--- src/rtl/ps2_port_regs.sv ---
module ps2_port_regs #(
  parameter int ADDR_W = 12,
  parameter int DATA_W = 32,
  parameter int RXIE_BIT = 4,
  parameter int TXIE_BIT = 3
) (
  input  logic              clk,
  input  logic              rst_n,
  input  logic [ADDR_W-1:0] bus_addr,
  input  logic              bus_rd,
  input  logic              bus_wr,
  input  logic [DATA_W-1:0] bus_wdata,
  output logic [DATA_W-1:0] bus_rdata,
  output logic              irq,
  input  logic              dev_avail,
  input  logic [7:0]        dev_rx_byte,
  output logic              dev_pop,
  output logic [7:0]        dev_tx_byte,
  output logic              dev_tx_valid
);
  localparam int IDX_W = ADDR_W - 2;
  localparam logic [IDX_W-1:0] IDX_CTRL = IDX_W'(0);
  localparam logic [IDX_W-1:0] IDX_STAT = IDX_W'(1);
  localparam logic [IDX_W-1:0] IDX_DATA = IDX_W'(2);
  localparam logic [IDX_W-1:0] IDX_DIV  = IDX_W'(3);
  localparam logic [IDX_W-1:0] IDX_INTS = IDX_W'(4);

  logic [DATA_W-1:0] ctrl_q, div_q;
  logic [7:0]        last_q;
  logic [IDX_W-1:0]  widx;
  logic              id_hit;
  logic              sel_ctrl, sel_data, sel_div;
  logic [7:0]        data_now;
  logic [DATA_W-1:0] rd_mux;

  function automatic logic [7:0] id_byte(input logic [2:0] k);
    case (k)
      3'd0: id_byte = 8'h50;
      3'd1: id_byte = 8'h10;
      3'd2: id_byte = 8'h04;
      3'd3: id_byte = 8'h00;
      3'd4: id_byte = 8'h0D;
      3'd5: id_byte = 8'hF0;
      3'd6: id_byte = 8'h05;
      default: id_byte = 8'hB1;
    endcase
  endfunction

  assign widx     = bus_addr[ADDR_W-1:2];
  assign id_hit   = &bus_addr[ADDR_W-1:5];
  assign sel_ctrl = !id_hit && widx == IDX_CTRL;
  assign sel_data = !id_hit && widx == IDX_DATA;
  assign sel_div  = !id_hit && widx == IDX_DIV;

  assign dev_pop      = bus_rd && sel_data && dev_avail;
  assign data_now     = dev_pop ? dev_rx_byte : last_q;
  assign dev_tx_valid = bus_wr && sel_data;
  assign dev_tx_byte  = bus_wdata[7:0];
  assign irq          = (dev_avail && ctrl_q[RXIE_BIT]) || ctrl_q[TXIE_BIT];

  always_comb begin
    rd_mux = '0;
    if (id_hit) begin
      rd_mux[7:0] = id_byte(bus_addr[4:2]);
    end else begin
      case (widx)
        IDX_CTRL: rd_mux = ctrl_q;
        IDX_STAT: begin
          rd_mux[6] = 1'b1;
          rd_mux[4] = dev_avail;
          rd_mux[2] = ^last_q;
        end
        IDX_DATA: rd_mux[7:0] = data_now;
        IDX_DIV:  rd_mux = div_q;
        IDX_INTS: rd_mux[1:0] = {1'b1, dev_avail};
        default:  rd_mux = '0;
      endcase
    end
  end

  assign bus_rdata = bus_rd ? rd_mux : '0;

  always_ff @(posedge clk) begin
    if (!rst_n) begin
      ctrl_q <= '0;
      div_q  <= '0;
      last_q <= '0;
    end else begin
      if (bus_wr && sel_ctrl) ctrl_q <= bus_wdata;
      if (bus_wr && sel_div)  div_q  <= bus_wdata;
      if (dev_pop)            last_q <= dev_rx_byte;
    end
  end


  latch_takes_popped_chk: assert property (@(posedge clk) disable iff (!rst_n)
    dev_pop |=> last_q == $past(dev_rx_byte));

  latch_holds_chk: assert property (@(posedge clk) disable iff (!rst_n)
    !dev_pop |=> $stable(last_q));

  ctrl_readback_chk: assert property (@(posedge clk) disable iff (!rst_n)
    (bus_wr && sel_ctrl) |=> ctrl_q == $past(bus_wdata));

  div_untouched_chk: assert property (@(posedge clk) disable iff (!rst_n)
    !(bus_wr && sel_div) |=> $stable(div_q));

  ctrl_untouched_chk: assert property (@(posedge clk) disable iff (!rst_n)
    !(bus_wr && sel_ctrl) |=> $stable(ctrl_q));

  irq_forced_chk: assert property (@(posedge clk) disable iff (!rst_n)
    (bus_wr && sel_ctrl && bus_wdata[TXIE_BIT]) |=> irq);
endmodule

--- config.mk ---
export PLATFORM = sky130hd
export DESIGN_NAME = ps2_port_regs
export DESIGN_NICKNAME = d
export VERILOG_FILES = /design/src/rtl/ps2_port_regs.sv
export SDC_FILE = /design/constraint.sdc
export NUM_CORES = 1
export LEC_CHECK = 0
export CORE_MARGIN = 2
export CORE_UTILIZATION = 48
export DETAILED_ROUTE_END_ITERATION = 12
export PLACE_DENSITY = 0.8
export SLEW_MARGIN = 0
export SYNTH_ARGS = -nofsm -noshare
export SYNTH_HDL_FRONTEND = slang
export SYNTH_SLANG_ARGS = --single-unit
--- constraint.sdc ---
create_clock -name clk -period 2.37 [get_ports clk]
set_input_delay 0.237 -clock clk [delete_from_list [all_inputs] [get_ports clk]]
set_output_delay 0.237 -clock clk [all_outputs]
set_load 0.02 [all_outputs]
==> impl_metrics.ini <==
[outcome]
status = finished clean

[placed_design]
finalWeightedCongestion = 0.8823
io_port_bufs = 97
placed_insts = 669
dpl.hpwl_um = 7193

[hold_path]
hp-class = in2reg
holdCritStartpoint = rst_n
min_delay_path_depth = 2
hold_path_end = div_q[23]$_SDFFE_PN0P_

[synthesis]
post_synth.cell_area_avg_um2 = 7.756
post-synth-top-area-fraction_pct = 39.29
ys_async_sr_fraction_pct = 0
synth-compound-area-share_pct = 25.72
synth.lib_cells_used.distinct = 39
synth_seq_area_share_pct = 39.29
yosys.area_share.xor_xnor_pct = 1.671
basic_gate_share_of_the_synthesized_area_counting_and_or_nand_and_nor_cells_pct = 23.94
yosys_warnings = 0
synthMuxAreaShare_pct = 2.626
combinational_family_with_the_most_area_after_synthesis = compound AO/OA/AOI/OAI gates
syn_area_um2 = 3669
yosys.area_share.adder_pct = 0
synth_fp_nets = 530
synthMostInstantiatedCell = nand2_1
yosysTopAreaCell = dfxtp_1
synthTopCellsByCount = 143 x nand2_1, 72 x dfxtp_1, 42 x a21boi_0, 33 x nor2_1, 30 x a21boi_1
flip_flop_and_latch_count_after_synthesis = 72
synth_edf_count = 0
number_of_cells_produced_by_synthesis = 473
synth_flop_cell = dfxtp_1
most_area_consuming_cells_after_synthesis = dfxtp_1 39%, nand2_1 15%, a21boi_0 8.6%, a21boi_1 6.1%, a22oi_1 5.1%

[global_routing]
global_route.usage.met1_pct = 32.95
grt_antenna_before_repair = 0
global_route.overflow_total = 0
use_met3_pct = 5.394
grt_util_met2_pct = 41.42
grt_start_max_net_pins = 33
top_usage_layer = met2
grt_pass1_wl_um = 16920
vias_in_the_first_global_route = 3487
track_usage_pct = 25.45

[critical_path]
cp.required_ps = 2130
r2r_setup_slack_ps = 1630
ff2ff_path_depth = 2
r2r_end = last_q[5]$_SDFF_PN0_
r2r-start = last_q[5]$_SDFF_PN0_
setup.worst_path.class = in2out
critPathMaxFanout = 8
critPathBufInv = 4
timing.critical_path.to_type = output port
critPathArrivalTime_ps = 2080
crit_family = simple AND/OR/NAND/NOR gates
critical-path-top-cell-by-count = buf_4
cp-start-kind = primary input
crit_path_start = bus_addr[9]
timing.critical_path.slowest_stage_cell = or4_4
max_stage_delay_ps = 560
timing.critical_path.cells = clkdlybuf4s15_1 -> or4_4 -> nor4b_4 -> buf_4 -> buf_8 -> a221oi_2 -> a21oi_1 -> buf_4

[clocking]
clock_insertion_delay_worst_skew_ps = 350
tritoncts = yes
cts-hold-fix-buffers = 0
cts-buffers-inserted = 9
cts_num_sinks = 72
cts.htree.levels = 3
cts_root_buf = clkbuf_8
buffer_depth_of_the_longest_clock_path = 2
clk_pin_slew_ps = 90

[timing]
timing.hold.ws_ps = 343.7
final.period_utilization_pct = 97.94
slew-limit-headroom_pct = 71.45
hold_violations = 0
fmax_mhz = 430.8
slew_viol_final = 0
min_period_ps = 2321
clock_skews_ps = 0
setup_viol = 0
worst-slew-pin-transition_ps = 428.2

[die]
overall_die_width_um = 91.42
die_area_um2 = 8358
core_um2 = 7331
top_ports = 100
placement_rows = 31
die_h_um = 91.42
start_util_pct = 50.04

[cells_and_area]
num_antenna_cells = 0
ff_latch_area_um2 = 1441
stdcell_count = 690
multi_input_gate_area_in_the_final_layout_um2 = 2013
area_growth_pct = 39.02
fillers = 633
share_of_post_route_cells_with_drive_strength_above_1_pct = 19.63
num-nets-final = 643

[pwr]
vdd.ir_drop.worst_mv = 0.2819
powerDensity_nw_per_um2 = 503.4
power.static_leakage_nw = 1.932
fin_total_pwr_mw = 2.567

[run]
timing.max_cap.violations = 0

[drt]
detail_route.wirelength_um = 10520
firstDrtPassIters = 4
drc = 0
drt_wl_cell_um = 15.24
total_via_count_in_the_routed_design = 3718
ant_nets = 0
route.detailed.vias_per_inst = 5.388
drt_iter0_markers = 150
==> worst max path at each step <==
stage               endpoint  slack [ps]  cells past startpoint
6_report        bus_rdata[0]          50                      8
5_1_grt         bus_rdata[0]          -2                      8
4_1_cts        bus_rdata[26]         -20                      8
3_5_place_dp    bus_rdata[3]        -570                      8
3_3_place_gp    bus_rdata[3]        -540                      8
2_1_floorplan  bus_rdata[11]         330                      6
==> cell families (layout without fill, tap and decap cells) <==
group           after synthesis  in the layout
simple gates                208            208
buf+inv                      46            164
mux                           9              9
compound gates              131            131
xor+xnor                      7              7
flops                        72             72
==> stage by stage <==
stage / util (%) / setup slack (ps) / area, µm² / setup TNS (ps)
floorplan: - / 333.4 / 3669 / 0
global placement: 66.87 / -542.6 / 4902 / -16200
CTS: 69.24 / -15.40 / 5076 / -27.33
detailed placement: 66.87 / -570.3 / 4902 / -17960
global route: 69.57 / -1.947 / 5100 / -1.947
finish: 69.57 / 48.84 / 5100 / 0
==> where the power goes <==
group / switching [mW] / internal (mW) / leakage [nW]
Combinational: 0.106 / 0.151 / 1.24
Clock: 0.501 / 0.600 / 0.108
Sequential: 0.000226 / 1.21 / 0.580
==> repair_timing <==
action | CTS | global route
pin swaps | 5 | 5
endpoints found under the setup margin | 34 | 32
resized for setup | 148 | 17
gates cloned | 2 | 0
buffers inserted | 1 | 2
==> sequential cells by signal, summed over array words and instances (netlist names) <==
name    flops
div_q      32
ctrl_q     32
last_q      8
==> worst register-to-register path, stage by stage, from the launching register on <==
cell	delay [ps]
dfxtp_1	370
o21ai_0	90
a21boi_0	200
==> area by class of cell <==
class | instances | area share, %
Multi-Input combinational cell | 355 | 39.47
Tap cell | 99 | 2.429
Timing Repair Buffer | 147 | 25.44
Clock inverter | 6 | 1.816
Sequential cell | 72 | 28.26
Clock buffer | 10 | 2.502
Inverter | 1 | 0.07360
==> cells in the final DEF (no fill, tap or decap), types with 2 or more instances in the layout <==
cell / instances
nand2_1: 143
dfxtp_1: 72
clkdlybuf4s50_1: 55
buf_4: 49
a21boi_0: 42
nor2_1: 33
a21boi_1: 30
a22oi_1: 25
buf_2: 23
o21ai_0: 14
clkbuf_8: 9
and3_1: 7
nand3_1: 6
xnor2_1: 6
mux2_2: 5
a21oi_1: 5
nor2b_1: 4
mux2i_1: 4
dlygate4sd2_1: 4
buf_12: 4
o221ai_1: 3
buf_6: 3
and2_1: 2
o21ai_2: 2
nor3_1: 2
a221oi_1: 2
a21o_1: 2
a221oi_2: 2
bufinv_16: 2
clkdlybuf4s15_1: 2
dlymetal6s2s_1: 2
clkdlybuf4s15_2: 2
==> metal layers <==
metal | up-vias | wire length (µm)
met3 | 21 | 753
met2 | 127 | 5059
li1 | 1825 | -
met5 | - | 0
met1 | 1745 | 4505
met4 | 0 | 200
(Power assumes the default switching activity.)
